$ cat src/rtl/acrb_pkg.sv
package acrb_pkg;
  localparam int NREG  = 8;
  localparam int AW    = $clog2(NREG);
  localparam int DW    = 8;
  localparam int NFX   = 5;
  localparam int LVW   = 4;
  localparam int ATW   = 6;
  localparam int IAW   = 5;
  localparam int BSW   = 3;

  // power-on contents of each register
  function automatic logic [DW-1:0] rst_val(input int idx);
    case (idx)
      0: return 8'h40;
      1: return 8'h00;
      2: return 8'h40;
      3: return 8'h30;
      4: return 8'h30;
      default: return 8'h10;
    endcase
  endfunction

  // effect i lives in register i+3
  function automatic int fx_reg(input int i);
    return i + 3;
  endfunction

  // bass enable sits one bit higher than the other effects
  function automatic int fx_en_bit(input int i);
    return (i == 0) ? 5 : 4;
  endfunction
endpackage

$ cat src/rtl/acrb_regfile.sv
module acrb_regfile
  import acrb_pkg::*;
(
  input  logic                     clk,
  input  logic                     rst,
  input  logic                     slv_we,
  input  logic [AW-1:0]            slv_addr,
  input  logic [DW-1:0]            slv_data,
  input  logic                     ldr_we,
  input  logic [AW-1:0]            ldr_addr,
  input  logic [DW-1:0]            ldr_data,
  output logic [NREG-1:0][DW-1:0]  regs_o
);
  for (genvar i = 0; i < NREG; i++) begin : g_reg
    logic ldr_hit, slv_hit;
    assign ldr_hit = ldr_we && (ldr_addr == AW'(i));
    assign slv_hit = slv_we && (slv_addr == AW'(i));
    always_ff @(posedge clk) begin
      if (rst)          regs_o[i] <= rst_val(i);
      else if (ldr_hit) regs_o[i] <= ldr_data;   // loader wins a collision
      else if (slv_hit) regs_o[i] <= slv_data;
    end
  end
endmodule

$ cat src/rtl/acrb_powerup.sv
module acrb_powerup #(
  parameter int CYCLES = 200_000_000
) (
  input  logic clk,
  input  logic rst,
  output logic active_o
);
  localparam int CW = $clog2(CYCLES + 1);
  logic [CW-1:0] cnt;

  always_ff @(posedge clk) begin
    if (rst) begin
      cnt      <= '0;
      active_o <= 1'b1;
    end else if (active_o) begin
      cnt <= cnt + 1'b1;
      if (cnt == CW'(CYCLES - 1)) active_o <= 1'b0;
    end
  end
endmodule

$ cat src/rtl/acrb_zc_gate.sv
module acrb_zc_gate #(
  parameter int W     = 6,
  parameter int TMO_W = 16
) (
  input  logic         clk,
  input  logic         rst,
  input  logic         align_en,
  input  logic         zc_pulse,
  input  logic [W-1:0] target,
  output logic [W-1:0] applied
);
  logic [TMO_W-1:0] wait_cnt;
  logic             pending, release_now;

  assign pending     = (target != applied);
  assign release_now = !align_en || zc_pulse || (&wait_cnt);

  always_ff @(posedge clk) begin
    if (rst) begin
      applied  <= '0;
      wait_cnt <= '0;
    end else if (!pending) begin
      wait_cnt <= '0;
    end else if (release_now) begin
      applied  <= target;
      wait_cnt <= '0;
    end else begin
      wait_cnt <= wait_cnt + 1'b1;
    end
  end
endmodule

$ cat src/rtl/acrb_regbank.sv
module acrb_regbank
  import acrb_pkg::*;
#(
  parameter int PU_CYCLES = 200_000_000,
  parameter int ZC_TMO_W  = 16
) (
  input  logic                 clk,
  input  logic                 rst,
  input  logic                 slv_we,
  input  logic [AW-1:0]        slv_addr,
  input  logic [DW-1:0]        slv_data,
  input  logic                 ldr_we,
  input  logic [AW-1:0]        ldr_addr,
  input  logic [DW-1:0]        ldr_data,
  input  logic                 zero_cross,
  output logic [BSW-1:0]       bass_sel,
  output logic [IAW-1:0]       in_atten,
  output logic [ATW-1:0]       atten_l,
  output logic [ATW-1:0]       atten_r,
  output logic                 out_mute,
  output logic                 bypass,
  output logic                 zc_en,
  output logic                 comp_en,
  output logic                 spatial_on,
  output logic                 hp_mode,
  output logic [NFX-1:0]       fx_on,
  output logic [LVW-1:0]       punch_lvl,
  output logic [LVW-1:0]       width_lvl,
  output logic [LVW-1:0]       center_lvl,
  output logic [LVW-1:0]       focus_lvl,
  output logic [LVW-1:0]       detail_lvl
);
  localparam int RG_MAIN = 0;
  localparam int RG_LEFT = 1;
  localparam int RG_RGHT = 2;

  logic [NREG-1:0][DW-1:0] regs;
  logic                    pu_active;
  logic [1:0][ATW-1:0]     att_app;

  acrb_regfile u_rf (
    .clk      (clk),
    .rst      (rst),
    .slv_we   (slv_we),
    .slv_addr (slv_addr),
    .slv_data (slv_data),
    .ldr_we   (ldr_we),
    .ldr_addr (ldr_addr),
    .ldr_data (ldr_data),
    .regs_o   (regs)
  );

  acrb_powerup #(.CYCLES(PU_CYCLES)) u_pu (
    .clk      (clk),
    .rst      (rst),
    .active_o (pu_active)
  );

  for (genvar s = 0; s < 2; s++) begin : g_side
    acrb_zc_gate #(.W(ATW), .TMO_W(ZC_TMO_W)) u_gate (
      .clk      (clk),
      .rst      (rst),
      .align_en (regs[RG_LEFT][7]),
      .zc_pulse (zero_cross),
      .target   (regs[RG_LEFT + s][ATW-1:0]),
      .applied  (att_app[s])
    );
  end

  assign atten_l = att_app[0];
  assign atten_r = att_app[1];

  logic [NFX-1:0][LVW-1:0] lvl_q;
  for (genvar f = 0; f < NFX; f++) begin : g_fx
    localparam int RI = fx_reg(f);
    localparam int EB = fx_en_bit(f);
    localparam logic [DW-1:0] RV = rst_val(RI);
    always_ff @(posedge clk) begin
      if (rst) begin
        fx_on[f] <= RV[EB];
        lvl_q[f] <= '0;
      end else begin
        fx_on[f] <= regs[RI][EB];
        lvl_q[f] <= regs[RI][EB] ? regs[RI][LVW-1:0] : '0;
      end
    end
  end

  assign punch_lvl  = lvl_q[0];
  assign width_lvl  = lvl_q[1];
  assign center_lvl = lvl_q[2];
  assign focus_lvl  = lvl_q[3];
  assign detail_lvl = lvl_q[4];

  always_ff @(posedge clk) begin
    if (rst) begin
      bass_sel   <= rst_val(RG_MAIN)[7:5];
      in_atten   <= rst_val(RG_MAIN)[IAW-1:0];
      out_mute   <= 1'b1;
      bypass     <= rst_val(RG_RGHT)[6];
      zc_en      <= rst_val(RG_LEFT)[7];
      comp_en    <= rst_val(3)[4];
      spatial_on <= rst_val(4)[5];
      hp_mode    <= rst_val(5)[5];
    end else begin
      bass_sel   <= regs[RG_MAIN][7:5];
      in_atten   <= regs[RG_MAIN][IAW-1:0];
      out_mute   <= pu_active | regs[RG_LEFT][6] | (&att_app[0]) | (&att_app[1]);
      bypass     <= regs[RG_RGHT][6];
      zc_en      <= regs[RG_LEFT][7];
      comp_en    <= regs[3][4];
      spatial_on <= regs[4][5];
      hp_mode    <= regs[5][5];
    end
  end
endmodule

$ cat config.mk
export PLATFORM = sky130hd
export DESIGN_NAME = acrb_regbank
export DESIGN_NICKNAME = d
export VERILOG_FILES = /design/src/rtl/acrb_pkg.sv /design/src/rtl/acrb_regfile.sv /design/src/rtl/acrb_powerup.sv /design/src/rtl/acrb_zc_gate.sv /design/src/rtl/acrb_regbank.sv
export SDC_FILE = /design/constraint.sdc
export NUM_CORES = 1
export LEC_CHECK = 0
export ABC_AREA = 1
export BUFFER_PORTS_ARGS = -buffer_cell sky130_fd_sc_hd__buf_2
export CORE_UTILIZATION = 60
export DETAILED_ROUTE_END_ITERATION = 10
export PLACE_DENSITY = 0.81
export SYNTH_ARGS = -nofsm -noshare
export SYNTH_HDL_FRONTEND = slang
export SYNTH_HIERARCHICAL = 1
export SYNTH_SLANG_ARGS = --single-unit
$ cat constraint.sdc
create_clock -name clk -period 1.67 [get_ports clk]
set_input_delay 0.167 -clock clk [delete_from_list [all_inputs] [get_ports clk]]
set_output_delay 0.167 -clock clk [all_outputs]
set_load 0.01 [all_outputs]
==> results of run 1 <==
[flip-flops by register name, summed over array words and instances, names as in the netlist, 3 cells and up]
| register | cells |
|---|---|
| in_atten | 5 |
| fx_on | 5 |
| u_pu/cnt | 28 |
| u_rf/regs_o | 51 |
| center_lvl | 4 |
| focus_lvl | 4 |
| g_side.u_gate/wait_cnt | 32 |
| g_side.u_gate/applied | 12 |
| detail_lvl | 4 |
| punch_lvl | 4 |
| bass_sel | 3 |
| width_lvl | 4 |
[power by group]
group | total, mW | switching [mW] | leakage [nW] | internal (mW)
Sequential | 4.29 | 0.197 | 1.32 | 4.09
Combinational | 1.58 | 0.971 | 2.26 | 0.608
Clock | 4.12 | 1.53 | 0.310 | 2.58
Total | 9.98 | 2.70 | 3.90 | 7.28
[timing repair]
item | 4_1_cts | 5_1_grt
gates resized for setup | 0 | 1
buffers inserted | 0 | 1
endpoints found under the hold margin | 0 | 0
hold buffers | 0 | 0
endpoints found under the setup margin | 0 | 19
[critical path: stages, from the launching register on]
cell and delay (ns):
dfxtp_1 0.42, inv_1 0.06, nand2_1 0.06, nand2_1 0.04, nor2_1 0.18, nand3_2 0.18
buf_4 0.21, a21oi_1 0.18, nor2_1 0.09
[routing by layer]
layer / routed length [um] / vias to the layer above / global-route usage (%)
li1: - / 3632 / -
met3: 1090 / 30 / 7.17
met1: 7830 / 3169 / 35.3
met2: 8280 / 211 / 46.5
met5: 0 / - / 0
met4: 297 / 0 / 10.0
[path summary, 6_finish.rpt]
check / slack, ns / to / startpoint
worst max-delay path: 0.12 / g_side[0].u_gate/applied[4] / g_side[0].u_gate/applied[3]
worst min-delay path: 0.02 / u_rf/regs_o[29] / ldr_data[5]
worst max register to register: 0.12 / g_side[0].u_gate/applied[4] / g_side[0].u_gate/applied[3]
worst min register to register: 0.43 / width_lvl[2] / u_rf/regs_o[34]
[layout make-up]
class                      instances  share of cell area [%]
multi-input combinational        777                    41.8
sequential                       163                    36.6
inverter                         150                    6.37
timing repair buffer              90                    5.70
clock buffer                      20                    5.12
tap                              168                    2.36
clock inverter                    12                    1.99
[metrics by stage]
step	setup WS, ns	hold slack (ns)	std cells
finish	0.122	0.0151	1380
global placement	0.111	0.416	1347
CTS	0.0379	0.00585	1379
floorplan	0.270	0.234	1110
global route	0.00295	0.0313	1380
detailed placement	0.0567	0.417	1347
==> metrics, run 1 <==
largest net degree at the start of global routing 26; initial core utilization 62.6%; initial antenna violation count 0; clock sinks 163; Seq. cell area 3260 um2; Final Cycle Share 92.7%; Layout area overhead 16.0%; violation count after the first detailed-route iteration 636; final hold vios 0; Die Y-Extent 115 um; Post-DP Area 8250 um2; min-delay worst type input port to flip-flop; CTS tree done; area of the multi-input gates 3730 um2; Slew Limit Fails 0; Filler cells 992; Synth Instances 1110; Max Cap Viol 0; Worst EP arrival 1.85 ns; vias per std cell 5.10; Netlist Area Pre-Place 7680 um2; Total Power 9.98 mW; drt first pass iters 6; HPWL after DPL 12400 um; R2R cell count 8; Final nets 1229; die area 13300 um2; cts bufs inserted 17; clk buf depth 2; CP Class flip-flop to flip-flop; first-pass GRT wire length 29200 um; Slew headroom 67.6%; power per cell area 1120 nW/um2; fin area 8910 um2; final setup fails 0; fin crit period 1.55 ns; core box area 12300 um2; width of the die 115 um; P_leak 3.90 nW; drt total wl 17500 um; RSZ-0062 raised after global routing no; status completed; Ys Warns 6; H-tree Lvls 4; commonest non-fill, non-tap cell in the layout nand2_1; clock transition at the registers of the reported paths 0.06 ns; syn_area_per_cell 6.92 um2; commonest non-fill, non-tap cells in the layout 304 x nand2_1, 163 x dfxtp_1, 161 x nor2_1, 140 x inv_1, 111 x nand3_1; drt wl/cell 12.7 um; VDD IR max 0.842 mV; clock latency on the worst-skew pair 0.42 ns; DRC errors left 0; IO Count 78; Rows 40; remaining antenna violation count 0; Tightest Pin Transition 0.485 ns; Worst Setup End Kind flip-flop; worst path required time 1.97 ns; final setup skew 0.00592 ns; remaining global-route overflow 0; final core utilization 72.7%; routability cong. 0.952; Synth Net Count 1140; n_diodes 0; GRT Overall Usage 28.0%; IO buf count 77; Worst Setup Start Kind flip-flop; Hold Path Depth 3; vias in the first global route 6441; Fin Setup TNS 0 ns; f_max 646 MHz; layout cells sized above 1 16.1%; worst-path fanout max 10; total number of vias 7042; CTS root buf clkbuf_16
Power figures use the tool's default switching activity.
==> run 2: changes to the inputs <==
--- a/config.mk
+++ b/config.mk
@@ -5,11 +5,10 @@
 export SDC_FILE = /design/constraint.sdc
 export NUM_CORES = 1
 export LEC_CHECK = 0
-export ABC_AREA = 1
 export BUFFER_PORTS_ARGS = -buffer_cell sky130_fd_sc_hd__buf_2
-export CORE_UTILIZATION = 60
+export CORE_UTILIZATION = 59
 export DETAILED_ROUTE_END_ITERATION = 10
-export PLACE_DENSITY = 0.81
+export PLACE_DENSITY = 0.8
 export SYNTH_ARGS = -nofsm -noshare
 export SYNTH_HDL_FRONTEND = slang
 export SYNTH_HIERARCHICAL = 1
==> run 2 against run 1 <==
Against the previous run:
- the flow now finishes with violations (design-rule violations, negative setup slack)
- worst hold slack improved by 0.043 ns
- wire length decreased by 5.8%
- area after synthesis shrank 8.2%
- fmax is 10% lower
- non-clock buffer count increased by 53
- global-route usage shrank 1.0 points
- critical path depth shrank 1
- clock skew rose by 0.0012 ns
- count of clock-buffer cells in the layout rose by 2
- cell count shrank 28%
- sequential cell count stayed put
- critical path type unchanged
==> metrics, run 2 <==
commonest non-fill, non-tap cells in the layout 148 x dfxtp_1, 76 x buf_2, 64 x mux2i_1, 61 x buf_4, 58 x a21oi_1; remaining global-route overflow 0 (unchanged); Slew Limit Fails 0 (unchanged); Netlist Area Pre-Place 7050 um2 (-8.2%); clock sinks 163 (unchanged); Final nets 866 (-30%); Max Cap Viol 0 (unchanged); DRC errors left 16 (+16); cts bufs inserted 17 (unchanged); Final Cycle Share 103% (+11 points); die area 12400 um2 (-6.5%); commonest non-fill, non-tap cell in the layout dfxtp_1; R2R cell count 7 (-1); Layout area overhead 23.1%; Worst EP arrival 2.01 ns (+0.16 ns); final setup skew 0.00712 ns (+0.00120 ns); part of the power in registers 48.2% (+5.3 points); width of the die 111 um (-3.3%); H-tree Lvls 4 (unchanged); clock power share 43.5% (+2.3 points); IO buf count 77 (unchanged); Tightest Pin Transition 0.612 ns (+0.127 ns); R2R Path End g_side[1].u_gate/wait_cnt[0]; Die Y-Extent 111 um (-3.3%); Ys Warns 6 (unchanged); GRT Overall Usage 27.0% (-1.0 points); drt total wl 16500 um (-5.8%); CTS root buf clkbuf_16; n_diodes 0 (unchanged); clock latency on the worst-skew pair 0.42 ns (about the same); violation count after the first detailed-route iteration 432 (-32%); Rows 39 (-2.5%); logic gate share of total power 8.2% (-7.6 points); initial core utilization 61.2% (-1.4 points); worst setup path start g_side[1].u_gate/wait_cnt[0]; min-delay worst type input port to flip-flop; drt first pass iters 8 (+2); worst-path fanout max 6 (-4); Slew headroom 59.0% (-8.7 points); layout cells sized above 1 29.2% (+13 points); initial antenna violation count 0 (unchanged); Worst Setup Start Kind flip-flop; Cell Int Power 6.44 mW (-12%); Largest register FFs 51 (unchanged); Net Sw Frac 23.5% (-3.5 points); CTS Hold Buffers Added 0 (unchanged); Switch Pwr 1.98 mW (-27%); fin crit period 1.72 ns (+0.176 ns); Total Power 8.42 mW (-16%); Fin Hold WS 0.0584 ns (+0.0432 ns); P_leak 3.38 nW (-13%); CTS tree done; VDD IR max 0.643 mV (-24%); drt wl/cell 16.6 um (+31%); failing checks design-rule violations, negative setup slack; R2R Setup Slk -0.05 ns (-0.18 ns); routability cong. 0.837 (-12%); HPWL after DPL 11200 um (-10%); final worst slack -0.0544 ns (-0.176 ns); f_max 580 MHz (-10%); total number of vias 5689 (-19%); power per cell area 970 nW/um2 (-13%); final hold vios 0 (unchanged); Largest regs u_rf/regs_o (51), g_side.u_gate/wait_cnt (32), u_pu/cnt (28); worst setup path endpoint g_side[1].u_gate/wait_cnt[0]; core box area 11500 um2 (-6.1%); RSZ-0062 raised after global routing yes; Synth Instances 726 (-35%); clk buf depth 2 (unchanged); Synth Net Count 756 (-34%); status finished with violations; clock transition at the registers of the reported paths 0.06 ns (about the same); Biggest register u_rf/regs_o; largest net degree at the start of global routing 57 (+120%); first-pass GRT wire length 26400 um (-9.8%); syn_area_per_cell 9.71 um2 (+40%); worst path required time 1.96 ns (about the same); R2R Path Start g_side[1].u_gate/wait_cnt[0]; final setup fails 11 (+11); CP Class flip-flop to flip-flop; vias per std cell 5.73 (+12%); IO Count 78 (unchanged); Worst Setup End Kind flip-flop; remaining antenna violation count 0 (unchanged); vias in the first global route 5501 (-15%)
## run 2: changes by cell type in the layout (fill, tap and decap cells not counted), sizes merged, moves of 41 or more
cell   previous run  this run
buf              90       142
mux2i             0        64
nor2            187        21
o21ai            13        54
nand2           332        20
nand3           115        18
inv             151         6
## run 2: power by group through the flow
stage | combinational [mW] | sequential, mW | clock [mW]
2_1_floorplan | 0.447 | 4.15 | 0
3_3_place_gp | 0.643 | 4.14 | 0
3_5_place_dp | 0.667 | 4.14 | 0
4_1_cts | 0.671 | 4.06 | 3.71
5_1_grt | 0.749 | 4.07 | 3.90
6_report | 0.695 | 4.06 | 3.67
## run 2: cell type report
class	instances	area, um2
Sequential cell	163	3290
Tap cell	143	179
Multi-Input combinational cell	507	3700
Fill cell	804	2830
Inverter	4	15.0
Clock inverter	10	100
Timing Repair Buffer	143	937
Clock buffer	22	464
## run 2: worst min-delay path by stage
| stage | cells past startpoint | from | slack, ns | end |
|---|---|---|---|---|
| 5_1_grt | 3 | ldr_data[7] | 0.09 | u_rf/regs_o[7] |
| 6_report | 3 | ldr_data[7] | 0.06 | u_rf/regs_o[7] |
| 4_1_cts | 3 | ldr_data[7] | 0.04 | u_rf/regs_o[7] |
| 3_3_place_gp | 1 | u_rf/regs_o[22] | 0.42 | bypass |
| 3_5_place_dp | 1 | u_rf/regs_o[22] | 0.42 | bypass |
| 2_1_floorplan | 2 | ldr_data[5] | 0.32 | u_rf/regs_o[37] |
## run 2: critical path, stage by stage, from the launching register on
cell and delay, ns:
dfxtp_2 0.35, ha_4 0.15, nand4_4 0.10, or4_4 0.46
buf_6 0.14, o211ai_4 0.12, clkbuf_16 0.22, nor3_1 0.05
## run 2: routing by layer
layer	wire length [um]	GRT usage [%]	share of wire (%)	vias up
met5	0	0	0	-
met4	273	10.6	1.7	0
met3	1070	6.04	6.5	20
met2	8390	46.3	51	176
met1	6740	33.0	41	2692
li1	-	-	-	2801
## run 2: stage by stage
step	TNS (ns)	util (%)	instance area [um2]	setup slack, ns	instances
2_1_floorplan	-0.00255	-	7090	-0.00255	726
3_3_place_gp	0	68.1	7840	0.0304	953
3_5_place_dp	-0.368	68.1	7840	-0.0746	953
4_1_cts	-0.0221	73.6	8480	-0.0212	988
5_1_grt	-1.61	75.4	8680	-0.103	992
6_report	-0.253	75.4	8680	-0.0544	992
## run 2: repair_timing
action,4_1_cts,5_1_grt
endpoints found under the setup margin,17,52
pin swaps,4,15
buffers inserted,3,3
hold endpoints to repair,0,0
resized for setup,14,35
gates cloned,0,1
==> run 3: changes to the inputs <==
--- a/config.mk
+++ b/config.mk
@@ -6,9 +6,9 @@
 export NUM_CORES = 1
 export LEC_CHECK = 0
 export BUFFER_PORTS_ARGS = -buffer_cell sky130_fd_sc_hd__buf_2
-export CORE_UTILIZATION = 59
+export CORE_UTILIZATION = 50
 export DETAILED_ROUTE_END_ITERATION = 10
-export PLACE_DENSITY = 0.8
+export PLACE_DENSITY = 0.69
 export SYNTH_ARGS = -nofsm -noshare
 export SYNTH_HDL_FRONTEND = slang
 export SYNTH_HIERARCHICAL = 1
==> run 3 against run 2 <==
Against the previous run:
- the run ends with negative setup slack left
- critical path type unchanged
- critical path depth is 2 lower
- sequential power barely moved
- sequential share of layout area is 0.15 points higher
- global-route usage is 4.1 points lower
==> metrics, run 3 (same netlist as run 2, synthesis figures left out) <==
status finished with violations; failing checks negative setup slack; Worst Setup End Kind flip-flop; routability cong. 0.857 (+2.4%); drt wl/cell 15.9 um (-4.3%); clock transition at the registers of the reported paths 0.07 ns (about the same); width of the die 121 um (+8.5%); met3 Usage GRT 5.38% (-0.67 points); CP Class flip-flop to flip-flop; DRC errors left 0 (-16); initial core utilization 51.0% (-10 points); first-pass GRT wire length 26000 um (-1.4%); fin crit period 1.68 ns (-0.0479 ns); Die Y-Extent 121 um (+8.5%); final setup fails 2 (-9); vias in the first global route 5363 (-2.5%); Switch Pwr 2.12 mW (+6.8%); Post-DP Area 7890 um2 (+0.59%); Fin Setup TNS -0.00893 ns (+0.244 ns); CTS tree done; largest net degree at the start of global routing 47 (-18%); drt first pass iters 6 (-2); clk buf depth 2 (unchanged); layout cells sized above 1 28.5% (-0.71 points); violation count after the first detailed-route iteration 373 (-14%); logic gate share of total power 8.0% (-0.2 points); core box area 13800 um2 (+20%); met2 usage 38.4% (-7.9 points); VDD IR max 0.701 mV (+9.1%); Max Cap Viol 0 (unchanged); power per cell area 988 nW/um2 (+1.9%); H-tree Lvls 4 (unchanged); remaining global-route overflow 0 (unchanged); Biggest register u_rf/regs_o; IO Count 78 (unchanged); gr busiest metal met2; cts bufs inserted 17 (unchanged); clock latency on the worst-skew pair 0.43 ns (about the same); f_max 596 MHz (+2.9%); final worst slack -0.00651 ns (+0.0479 ns); remaining antenna violation count 0 (unchanged); Fin Hold WS 0.0445 ns (-0.0138 ns); GR Layer Usage met1 27.9% (-5.1 points); total number of vias 5637 (-0.91%); GRT Overall Usage 22.9% (-4.1 points); final setup skew 0.00598 ns (-0.00114 ns); initial antenna violation count 1 (+1); CTS root buf clkbuf_16; Final nets 867 (+0.12%); Largest register FFs 51 (unchanged); Slew headroom 59.3% (+0.32 points); P_leak 3.36 nW (-0.58%); part of the power in registers 47.3% (-0.9 points); worst-path fanout max 6 (unchanged); drt total wl 16400 um (-0.58%); Layout area overhead 22.8%; clock power share 44.6% (+1.1 points); Worst EP arrival 2.03 ns (+0.02 ns); final hold vios 0 (unchanged); Total Power 8.56 mW (+1.6%); commonest non-fill, non-tap cell in the layout dfxtp_1; commonest non-fill, non-tap cells in the layout 147 x dfxtp_1, 76 x buf_2, 65 x buf_4, 64 x mux2i_1, 58 x a21oi_1; min-delay worst type input port to flip-flop; worst path required time 2.03 ns (+0.07 ns); clock sinks 163 (unchanged); vias per std cell 5.47 (-4.6%); IO buf count 77 (unchanged); die area 14600 um2 (+18%); Cell Int Power 6.44 mW (about the same); Final Cycle Share 100% (-2.9 points); pre-CTS setup slack -0.0571 ns (+0.0175 ns); Tightest Pin Transition 0.607 ns (-0.00482 ns); RSZ-0062 raised after global routing yes; Net Sw Frac 24.7% (+1.2 points); HPWL after DPL 11100 um (-0.46%); Worst Setup Start Kind flip-flop; Slew Limit Fails 0 (unchanged); Largest regs u_rf/regs_o (51), g_side.u_gate/wait_cnt (32), u_pu/cnt (28); fin area 8660 um2 (-0.22%); Rows 43 (+10%)
## run 3: cell type report
class,count,area (um2)
diodes,1,2.50
inverters,4,15.0
multi-input cells,508,3650
flip-flops and latches,163,3290
clock buffers,19,453
clock inverters,12,123
repair buffers,143,900
fillers,1137,5160
well taps,180,225
## run 3: final timing paths
kind,slack [ns],to,depth (start not counted),start
worst max-delay path,-0.007,g_side[1].u_gate/applied[1],5,g_side[1].u_gate/wait_cnt[0]
worst min-delay path,0.04,u_rf/regs_o[15],3,ldr_data[7]
worst max register to register,-0.007,g_side[1].u_gate/applied[1],5,g_side[1].u_gate/wait_cnt[0]
worst min register to register,0.44,comp_en,1,u_rf/regs_o[28]
## run 3: power groups by stage
stage                     clock (mW)  combinational, mW  sequential (mW)
after floorplan                    0              0.447             4.15
after global placement             0              0.652             4.14
after detailed placement           0              0.668             4.14
after CTS                       3.86              0.675             4.06
after global routing            4.05              0.744             4.06
final                           3.82              0.689             4.05
## run 3: layer usage
layer  routed length [um]  up-vias
met5                    0        -
met4                  326        0
li1                     -     2813
met2                 8080      140
met1                 7190     2657
met3                  784       27
## run 3: through the flow
step,instances,util (%)
floorplan,726,-
global placement,990,57.1
detailed placement,990,57.1
CTS,1023,61.6
global route,1030,62.7
finish,1030,62.7
## run 3: critical path, cell delays in order (launching register included)
cell and delay (ns):
dfxtp_2 0.36, ha_4 0.15, nand4_4 0.10, or4_4 0.46, a2bb2oi_4 0.29, mux2i_1 0.24
## run 3: timing repair
action	4_1_cts	5_1_grt
setup buffers	2	5
setup endpoints to repair	20	52
pin swaps	4	10
gates cloned	0	1
resized for setup	12	26
hold buffers	0	0
